[config.mk]
export PLATFORM = sky130hd
export DESIGN_NAME = bankreg_file
export DESIGN_NICKNAME = d
export VERILOG_FILES = /design/src/rtl/bankreg_pkg.sv /design/src/rtl/bankreg_mode_dec.sv /design/src/rtl/bankreg_gpr.sv /design/src/rtl/bankreg_status.sv /design/src/rtl/bankreg_file.sv
export SDC_FILE = /design/constraint.sdc
export NUM_CORES = 2
export LEC_CHECK = 0
export BUFFER_PORTS_ARGS = -buffer_cell sky130_fd_sc_hd__buf_4
export CORE_ASPECT_RATIO = 1.75
export CORE_MARGIN = 8
export CORE_UTILIZATION = 40
export CTS_CLUSTER_SIZE = 28
export DETAILED_ROUTE_END_ITERATION = 8
export MAX_ROUTING_LAYER = met4
export PLACE_DENSITY = 0.62
export SYNTH_ARGS = -nofsm -noshare
export SYNTH_HDL_FRONTEND = slang
export SYNTH_HIERARCHICAL = 1
export SYNTH_SLANG_ARGS = --single-unit
[constraint.sdc]
create_clock -name clk -period 8.5 [get_ports clk]
set_clock_uncertainty 0.2 [all_clocks]
set_input_delay 1.7 -clock clk [delete_from_list [all_inputs] [get_ports clk]]
set_output_delay 1.7 -clock clk [all_outputs]
set_load 0.03 [all_outputs]
[src/rtl/bankreg_pkg.sv]
`timescale 1ns/1ps
package bankreg_pkg;

    // Architectural sizes
    localparam int unsigned NUM_LOG   = 16;
    localparam int unsigned IDX_W     = $clog2(NUM_LOG);
    localparam int unsigned PSR_W     = 32;
    localparam int unsigned MODE_W    = 5;

    // Banking boundaries (logical register numbers)
    localparam int unsigned FAST_LO   = 8;              // first register private to fast mode
    localparam int unsigned PRIV_LO   = 13;             // first register private to other modes
    localparam int unsigned PC_NUM    = NUM_LOG - 1;    // never banked
    localparam int unsigned FAST_CNT  = PC_NUM - FAST_LO;
    localparam int unsigned PRIV_CNT  = PC_NUM - PRIV_LO;
    localparam int unsigned NUM_PRIVB = 4;              // irq, sup, abt, und

    // Physical layout: user copies, then fast copies, then pairs
    localparam int unsigned FAST_BASE = NUM_LOG;
    localparam int unsigned PRIV_BASE = FAST_BASE + FAST_CNT;
    localparam int unsigned NUM_PHYS  = PRIV_BASE + NUM_PRIVB * PRIV_CNT;
    localparam int unsigned PHYS_W    = $clog2(NUM_PHYS);

    // Saved status slots: every bank except user
    localparam int unsigned NUM_SAVED = 1 + NUM_PRIVB;
    localparam int unsigned SLOT_W    = $clog2(NUM_SAVED);

    // Status word fields
    localparam int unsigned    BIT_I     = 7;
    localparam int unsigned    BIT_F     = 6;
    localparam logic [PSR_W-1:0] PSR_KEEP  = 32'hF000_00DF;
    localparam logic [PSR_W-1:0] PSR_RESET = 32'h0000_00D3;

    // Mode codes
    localparam logic [MODE_W-1:0] MD_USR   = 5'b10000;
    localparam logic [MODE_W-1:0] MD_FAST  = 5'b10001;
    localparam logic [MODE_W-1:0] MD_IRQ   = 5'b10010;
    localparam logic [MODE_W-1:0] MD_SUP   = 5'b10011;
    localparam logic [MODE_W-1:0] MD_ABT   = 5'b10111;
    localparam logic [MODE_W-1:0] MD_UND   = 5'b11011;
    localparam logic [MODE_W-1:0] MD26_USR = 5'b00000;
    localparam logic [MODE_W-1:0] MD26_FST = 5'b00001;
    localparam logic [MODE_W-1:0] MD26_IRQ = 5'b00010;
    localparam logic [MODE_W-1:0] MD26_SUP = 5'b00011;

    typedef enum logic [2:0] {
        BK_USR  = 3'd0,
        BK_FAST = 3'd1,
        BK_IRQ  = 3'd2,
        BK_SUP  = 3'd3,
        BK_ABT  = 3'd4,
        BK_UND  = 3'd5
    } bank_e;

    typedef enum logic [1:0] {
        ACT_HOLD   = 2'd0,
        ACT_ENTER  = 2'd1,
        ACT_RETURN = 2'd2,
        ACT_WRITE  = 2'd3
    } stat_act_e;

    function automatic logic mode_ok(input logic [MODE_W-1:0] m);
        case (m)
            MD_USR, MD_FAST, MD_IRQ, MD_SUP, MD_ABT, MD_UND,
            MD26_USR, MD26_FST, MD26_IRQ, MD26_SUP: return 1'b1;
            default:                                return 1'b0;
        endcase
    endfunction

    function automatic logic mode_is_user(input logic [MODE_W-1:0] m);
        return (m == MD_USR) || (m == MD26_USR);
    endfunction

    // Keep only defined fields; an illegal mode keeps the old one
    function automatic logic [PSR_W-1:0] psr_merge(input logic [PSR_W-1:0] old_w,
                                                   input logic [PSR_W-1:0] new_w);
        logic [PSR_W-1:0] r;
        r = new_w & PSR_KEEP;
        if (!mode_ok(new_w[MODE_W-1:0]))
            r[MODE_W-1:0] = old_w[MODE_W-1:0];
        return r;
    endfunction

endpackage

[src/rtl/bankreg_mode_dec.sv]
`timescale 1ns/1ps
module bankreg_mode_dec
    import bankreg_pkg::*;
(
    input  logic [MODE_W-1:0] mode,
    output bank_e             bank,
    output logic              valid,
    output logic              is_user
);

    always_comb begin
        bank  = BK_USR;
        valid = 1'b1;
        unique case (mode)
            MD_USR,  MD26_USR: bank = BK_USR;
            MD_FAST, MD26_FST: bank = BK_FAST;
            MD_IRQ,  MD26_IRQ: bank = BK_IRQ;
            MD_SUP,  MD26_SUP: bank = BK_SUP;
            MD_ABT:            bank = BK_ABT;
            MD_UND:            bank = BK_UND;
            default: begin
                bank  = BK_USR;
                valid = 1'b0;
            end
        endcase
        is_user = valid && (bank == BK_USR);
    end

endmodule

[src/rtl/bankreg_gpr.sv]
`timescale 1ns/1ps
module bankreg_gpr
    import bankreg_pkg::*;
#(
    parameter int unsigned DATA_W = 32,
    parameter int unsigned NUM_RD = 2
)(
    input  logic                           clk,
    input  logic                           rst_n,
    input  bank_e                          bank,
    input  logic                           usr_ovr,
    input  logic [NUM_RD-1:0][IDX_W-1:0]   rd_idx,
    output logic [NUM_RD-1:0][DATA_W-1:0]  rd_data,
    input  logic                           wr_en,
    input  logic [IDX_W-1:0]               wr_idx,
    input  logic [DATA_W-1:0]              wr_data
);

    localparam logic [IDX_W-1:0] R_FAST_LO = IDX_W'(FAST_LO);
    localparam logic [IDX_W-1:0] R_PRIV_LO = IDX_W'(PRIV_LO);
    localparam logic [IDX_W-1:0] R_PC      = IDX_W'(PC_NUM);

    // Logical number + bank -> physical copy
    function automatic logic [PHYS_W-1:0] phys_of(input logic [IDX_W-1:0] idx,
                                                  input bank_e           bk,
                                                  input logic            ovr);
        bank_e            eb;
        logic [PHYS_W-1:0] p;
        eb = ovr ? BK_USR : bk;
        p  = PHYS_W'(idx);
        unique case (eb)
            BK_USR: p = PHYS_W'(idx);
            BK_FAST: begin
                if (idx >= R_FAST_LO && idx < R_PC)
                    p = PHYS_W'(FAST_BASE) + PHYS_W'(idx - R_FAST_LO);
            end
            default: begin
                if (idx >= R_PRIV_LO && idx < R_PC)
                    p = PHYS_W'(PRIV_BASE)
                      + PHYS_W'(PRIV_CNT * (int'(eb) - int'(BK_IRQ)))
                      + PHYS_W'(idx - R_PRIV_LO);
            end
        endcase
        return p;
    endfunction

    logic [DATA_W-1:0] regs_q [NUM_PHYS];
    logic [PHYS_W-1:0] wr_p;

    assign wr_p = phys_of(wr_idx, bank, usr_ovr);

    always_ff @(posedge clk or negedge rst_n) begin
        if (!rst_n) begin
            for (int i = 0; i < NUM_PHYS; i++)
                regs_q[i] <= '0;
        end else if (wr_en) begin
            regs_q[wr_p] <= wr_data;
        end
    end

    for (genvar g = 0; g < NUM_RD; g++) begin : g_rd
        logic [PHYS_W-1:0] rp;
        assign rp         = phys_of(rd_idx[g], bank, usr_ovr);
        assign rd_data[g] = regs_q[rp];
    end

endmodule

[src/rtl/bankreg_status.sv]
`timescale 1ns/1ps
module bankreg_status
    import bankreg_pkg::*;
(
    input  logic              clk,
    input  logic              rst_n,
    input  bank_e             cur_bank,
    input  logic              cur_user,
    input  logic              stat_wr_en,
    input  logic [PSR_W-1:0]  stat_wr_data,
    input  logic              saved_wr_en,
    input  logic [PSR_W-1:0]  saved_wr_data,
    input  logic              trap_en,
    input  logic [MODE_W-1:0] trap_mode,
    input  logic              trap_ret,
    output logic [PSR_W-1:0]  stat,
    output logic [PSR_W-1:0]  saved_rd
);

    bank_e             trap_bank;
    logic              trap_valid;
    logic              trap_user;
    stat_act_e         act;
    logic [PSR_W-1:0]  stat_q, stat_d;
    logic [PSR_W-1:0]  saved_q [NUM_SAVED];
    logic [PSR_W-1:0]  saved_d [NUM_SAVED];
    logic [SLOT_W-1:0] cur_slot, trap_slot;

    bankreg_mode_dec u_trap_dec (
        .mode    (trap_mode),
        .bank    (trap_bank),
        .valid   (trap_valid),
        .is_user (trap_user)
    );

    assign cur_slot  = SLOT_W'(int'(cur_bank)  - 1);
    assign trap_slot = SLOT_W'(int'(trap_bank) - 1);

    // Action select: ENTER > RETURN > WRITE > HOLD
    always_comb begin
        act = ACT_HOLD;
        if (trap_en && trap_valid && !trap_user)
            act = ACT_ENTER;
        else if (trap_ret && !cur_user)
            act = ACT_RETURN;
        else if (stat_wr_en || (saved_wr_en && !cur_user))
            act = ACT_WRITE;
    end

    // Next-value process
    always_comb begin
        stat_d = stat_q;
        for (int i = 0; i < NUM_SAVED; i++)
            saved_d[i] = saved_q[i];
        unique case (act)
            ACT_ENTER: begin
                saved_d[trap_slot]    = stat_q;
                stat_d[MODE_W-1:0]    = trap_mode;
                stat_d[BIT_I]         = 1'b1;
                if (trap_bank == BK_FAST)
                    stat_d[BIT_F]     = 1'b1;
            end
            ACT_RETURN: begin
                stat_d = psr_merge(stat_q, saved_q[cur_slot]);
            end
            ACT_WRITE: begin
                if (stat_wr_en)
                    stat_d = psr_merge(stat_q, stat_wr_data);
                if (saved_wr_en && !cur_user)
                    saved_d[cur_slot] = saved_wr_data & PSR_KEEP;
            end
            default: begin
                stat_d = stat_q;
            end
        endcase
    end

    // State register process
    always_ff @(posedge clk or negedge rst_n) begin
        if (!rst_n) begin
            stat_q <= PSR_RESET;
            for (int i = 0; i < NUM_SAVED; i++)
                saved_q[i] <= '0;
        end else begin
            stat_q <= stat_d;
            for (int i = 0; i < NUM_SAVED; i++)
                saved_q[i] <= saved_d[i];
        end
    end

    assign stat     = stat_q;
    assign saved_rd = cur_user ? '0 : saved_q[cur_slot];

endmodule

[src/rtl/bankreg_file.sv]
`timescale 1ns/1ps
module bankreg_file
    import bankreg_pkg::*;
#(
    parameter int unsigned DATA_W = 32
)(
    input  logic              clk,
    input  logic              rst_n,
    input  logic [IDX_W-1:0]  rd_a_idx,
    output logic [DATA_W-1:0] rd_a_data,
    input  logic [IDX_W-1:0]  rd_b_idx,
    output logic [DATA_W-1:0] rd_b_data,
    input  logic              wr_en,
    input  logic [IDX_W-1:0]  wr_idx,
    input  logic [DATA_W-1:0] wr_data,
    input  logic              usr_bank,
    input  logic              stat_wr_en,
    input  logic [PSR_W-1:0]  stat_wr_data,
    input  logic              saved_wr_en,
    input  logic [PSR_W-1:0]  saved_wr_data,
    input  logic              trap_en,
    input  logic [MODE_W-1:0] trap_mode,
    input  logic              trap_ret,
    output logic [PSR_W-1:0]  stat_out,
    output logic [PSR_W-1:0]  saved_out
);

    localparam int unsigned NUM_RD = 2;

    logic [PSR_W-1:0]              stat_w;
    bank_e                         cur_bank;
    logic                          cur_valid;
    logic                          cur_user;
    logic [NUM_RD-1:0][IDX_W-1:0]  rd_idx;
    logic [NUM_RD-1:0][DATA_W-1:0] rd_data;

    bankreg_mode_dec u_cur_dec (
        .mode    (stat_w[MODE_W-1:0]),
        .bank    (cur_bank),
        .valid   (cur_valid),
        .is_user (cur_user)
    );

    bankreg_status u_status (
        .clk           (clk),
        .rst_n         (rst_n),
        .cur_bank      (cur_bank),
        .cur_user      (cur_user),
        .stat_wr_en    (stat_wr_en),
        .stat_wr_data  (stat_wr_data),
        .saved_wr_en   (saved_wr_en),
        .saved_wr_data (saved_wr_data),
        .trap_en       (trap_en),
        .trap_mode     (trap_mode),
        .trap_ret      (trap_ret),
        .stat          (stat_w),
        .saved_rd      (saved_out)
    );

    assign rd_idx = {rd_b_idx, rd_a_idx};

    bankreg_gpr #(
        .DATA_W (DATA_W),
        .NUM_RD (NUM_RD)
    ) u_gpr (
        .clk     (clk),
        .rst_n   (rst_n),
        .bank    (cur_valid ? cur_bank : BK_USR),
        .usr_ovr (usr_bank),
        .rd_idx  (rd_idx),
        .rd_data (rd_data),
        .wr_en   (wr_en),
        .wr_idx  (wr_idx),
        .wr_data (wr_data)
    );

    assign rd_a_data = rd_data[0];
    assign rd_b_data = rd_data[1];
    assign stat_out  = stat_w;

endmodule

==> results.sh <==
export IMPL_outcome="finished clean"
export IMPL_fin_setup_tns_ns=0
export IMPL_max_slew_margin_pct=8.78
export IMPL_h_tree_depth=3
export IMPL_critical_path_cell_chain="xnor2_1 -> nor3b_2 -> and2_1 -> xor2_1 -> nor2_1 -> ha_1 -> inv_1 -> fa_1 -> xor2_1 -> xnor2_1 -> o32a_1 -> nand2_1 -> nor2_2 -> buf_4 -> a22oi_1 -> nand2_1 -> a31o_2 -> buf_4"
export IMPL_cts_sinks=1058
export IMPL_ant_nets=0
export IMPL_fp_dieH_um=525
export IMPL_ys_ff_latch=1058
export IMPL_hold_viol=0
export IMPL_synth_edf_count=0
export IMPL_dpl_cell_area_mm2=0.0630
export IMPL_path_buf_inv=3
export IMPL_vias_per_cell=6.47
export IMPL_p_leak_nw=28.9
export IMPL_drive_gt1_share_pct=30.1
export IMPL_clockBufferDepth=3
export IMPL_muxShareOfSynthArea_pct=26.3
export IMPL_synth_compound_area_share_pct=11.0
export IMPL_max_cap_violations=0
export IMPL_tightestPinTransition_ns=1.37
export IMPL_cp_end_kind="primary output"
export IMPL_power_density_mw_per_mm2=244
export IMPL_area_growth_synth_to_final_pct=12.7
export IMPL_fin_crit_ns=8.44
export IMPL_vdd_drop_max_mv=0.263
export IMPL_fp_coreArea_mm2=0.148
export IMPL_gp_congestion=0.931
export IMPL_yosys_area_share_xor_xnor_pct=0.321
export IMPL_critPathMaxFanout=12
export IMPL_netlist_area_leader_share_pct=44.5
export IMPL_grt_pass1_wl_um=347000
export IMPL_remaining_drc_errors=0
export IMPL_cts_tree="built"
export IMPL_synth_top_family_by_area="multiplexers"
export IMPL_cp_required_ns=6.60
export IMPL_dr_pass1_iters=8
export IMPL_track_usage_pct=30.0
export IMPL_die_area_mm2=0.161
export IMPL_synthSimpleGateAreaFrac_pct=12.6
export IMPL_grt_antenna_before_repair=14
export IMPL_fin_crit_sh_pct=99.2
export IMPL_utilization_pct=45.2
export IMPL_num_io_pins=249
export IMPL_rsz0062_at_grt="no"
export IMPL_mostFrequentLayoutCells="dfrtp_1 (1053), nand2_1 (1051), mux2_2 (932), buf_4 (357), nand3_1 (294)"
export IMPL_path_delay_family="simple AND/OR/NAND/NOR gates"
export IMPL_grt_remaining_overflow=0
export IMPL_vias=50100
export IMPL_cts_clk_slew_worst_paths_ns=0.06
export IMPL_start_kind="flip-flop"
export IMPL_min_path_type="reg2reg"
export IMPL_slowest_delay_ns=0.79
export IMPL_crit_path_top_delay_cell="nor2_2"
export IMPL_synthAdderAreaFrac_pct=0.414
export IMPL_insertion_delay_ns=0.76
export IMPL_routed_wl_um=242000
export IMPL_synth_area_top_cells="dfrtp_1 (45%), mux2_2 (18%), nand2_1 (6.8%)"
export IMPL_cts_root_buffer="clkbuf_16"
export IMPL_setup_viol=0
export IMPL_hold_slack_ns=0.279
export IMPL_start_util_pct=40.1
export IMPL_row_count=187
export IMPL_max_freq_mhz=119
export IMPL_yosysSeqAreaShare_pct=44.7
export IMPL_grt_max_degree=150
export IMPL_fin_nets=5797
export IMPL_ys_types=91
export IMPL_final_area_mm2=0.0667
export IMPL_arrival_ns=6.54
export IMPL_ys_async_sr_fraction_pct=100
export IMPL_maxSlewViolCount=0
export IMPL_setup_ws_ns=0.0649
export IMPL_place_ws_ns=0.526
export IMPL_die_width_um=307
export IMPL_syn_avg_cell_area_um2=10.4
export IMPL_yosysWarnings=6
export IMPL_yosys_area_top_type="dfrtp_1"
export IMPL_syn_area_mm2=0.0592
export IMPL_syn_inst=5685
export IMPL_wl_per_cell_um=31.3
export IMPL_hpwl_um=153000
export IMPL_final_common_cell="dfrtp_1"
export IMPL_grt_pass1_vias=50000
export IMPL_cts_buffers=105
export IMPL_synthFlopType="dfrtp_1"
export IMPL_portBuffers=164
export IMPL_drtIter0Drc=6134
export IMPL_worst_setup_path_type="reg2out"
[cell families (layout without fill, tap and decap cells)]
kind of cell	Yosys count	in the layout
flops	1058	1058
mux	1284	1284
xor+xnor	20	20
buf+inv	608	627
fa+ha+maj	18	18
compound gates	969	969
other cells	1	53
simple gates	1727	1727
[metrics by stage]
stage	power [mW]	cells
after global routing	16.9	7737
final	16.3	7740
after CTS	16.3	7729
after global placement	11.1	7536
after floorplan	9.57	5726
after detailed placement	11.3	7536
[cell type report]
cell class	instances	area, µm²
fillers	13700	80900
multi-input cells	4060	30500
flip-flops and latches	1058	26500
repair buffers	392	3370
clock buffers	151	3060
well taps	1984	2480
clock inverters	42	607
inverters	42	160
diodes	11	27.5
[worst paths after layout]
kind,depth (start not counted),startpoint,to,slack (ns)
worst min register to register,2,u_status/saved_q[64]$_DFFE_PN0P_,u_status/saved_q[64]$_DFFE_PN0P_,0.28
min in group asynchronous,1,rst_n,u_gpr/regs_q[690]$_DFFE_PN0P_,0.79
worst max-delay path,18,u_status/stat[3]$_DFFE_PN0P_,rd_a_data[4],0.06
worst min-delay path,2,u_status/saved_q[64]$_DFFE_PN0P_,u_status/saved_q[64]$_DFFE_PN0P_,0.28
max in group asynchronous,3,rst_n,u_gpr/regs_q[94]$_DFFE_PN0P_,5.66
worst max register to register,15,u_status/stat[3]$_DFFE_PN0P_,u_gpr/regs_q[717]$_DFFE_PN0P_,2.27
[Yosys cell counts (all sizes together), types with 42 or more instances]
| cell type | n |
|---|---|
| nand2 | 1072 |
| dfrtp | 1053 |
| mux2 | 1010 |
| nand3 | 294 |
| clkbuf | 287 |
| buf | 279 |
| a21oi | 192 |
| o21ai | 178 |
| mux2i | 157 |
| nor2 | 141 |
| a31oi | 129 |
| mux4 | 117 |
| a22oi | 98 |
| a211oi | 80 |
| nand4 | 68 |
| o211ai | 45 |
| inv | 42 |
[report_power, final]
group          internal [mW]  switching, mW
Combinational           1.88           2.50
Clock                   2.85           2.17
Sequential              6.05          0.823
[tightest hold or removal path: stages (launching register included)]
cell and delay (ns):
dfrtp_1 0.34, nand2_1 0.04, o21ai_0 0.06
[per-layer routing]
metal	global-route usage, %	part of all wire (%)
met1	33.0	34
met2	47.3	47
met3	5.59	9.2
met4	24.3	9.9
met5	-	0
[registers in the layout, indices dropped and copies added, names as in the netlist]
name,count
u_status/stat,11
u_gpr/regs_q,992
u_status/saved_q,55
[repair_timing]
| action | 4_1_cts | 5_1_grt |
|---|---|---|
| endpoints found under the setup margin | 0 | 5 |
| hold buffers | 0 | 0 |
| buffers inserted | 0 | 0 |
| gates resized for setup | 0 | 3 |
Power figures use the tool's default switching activity.
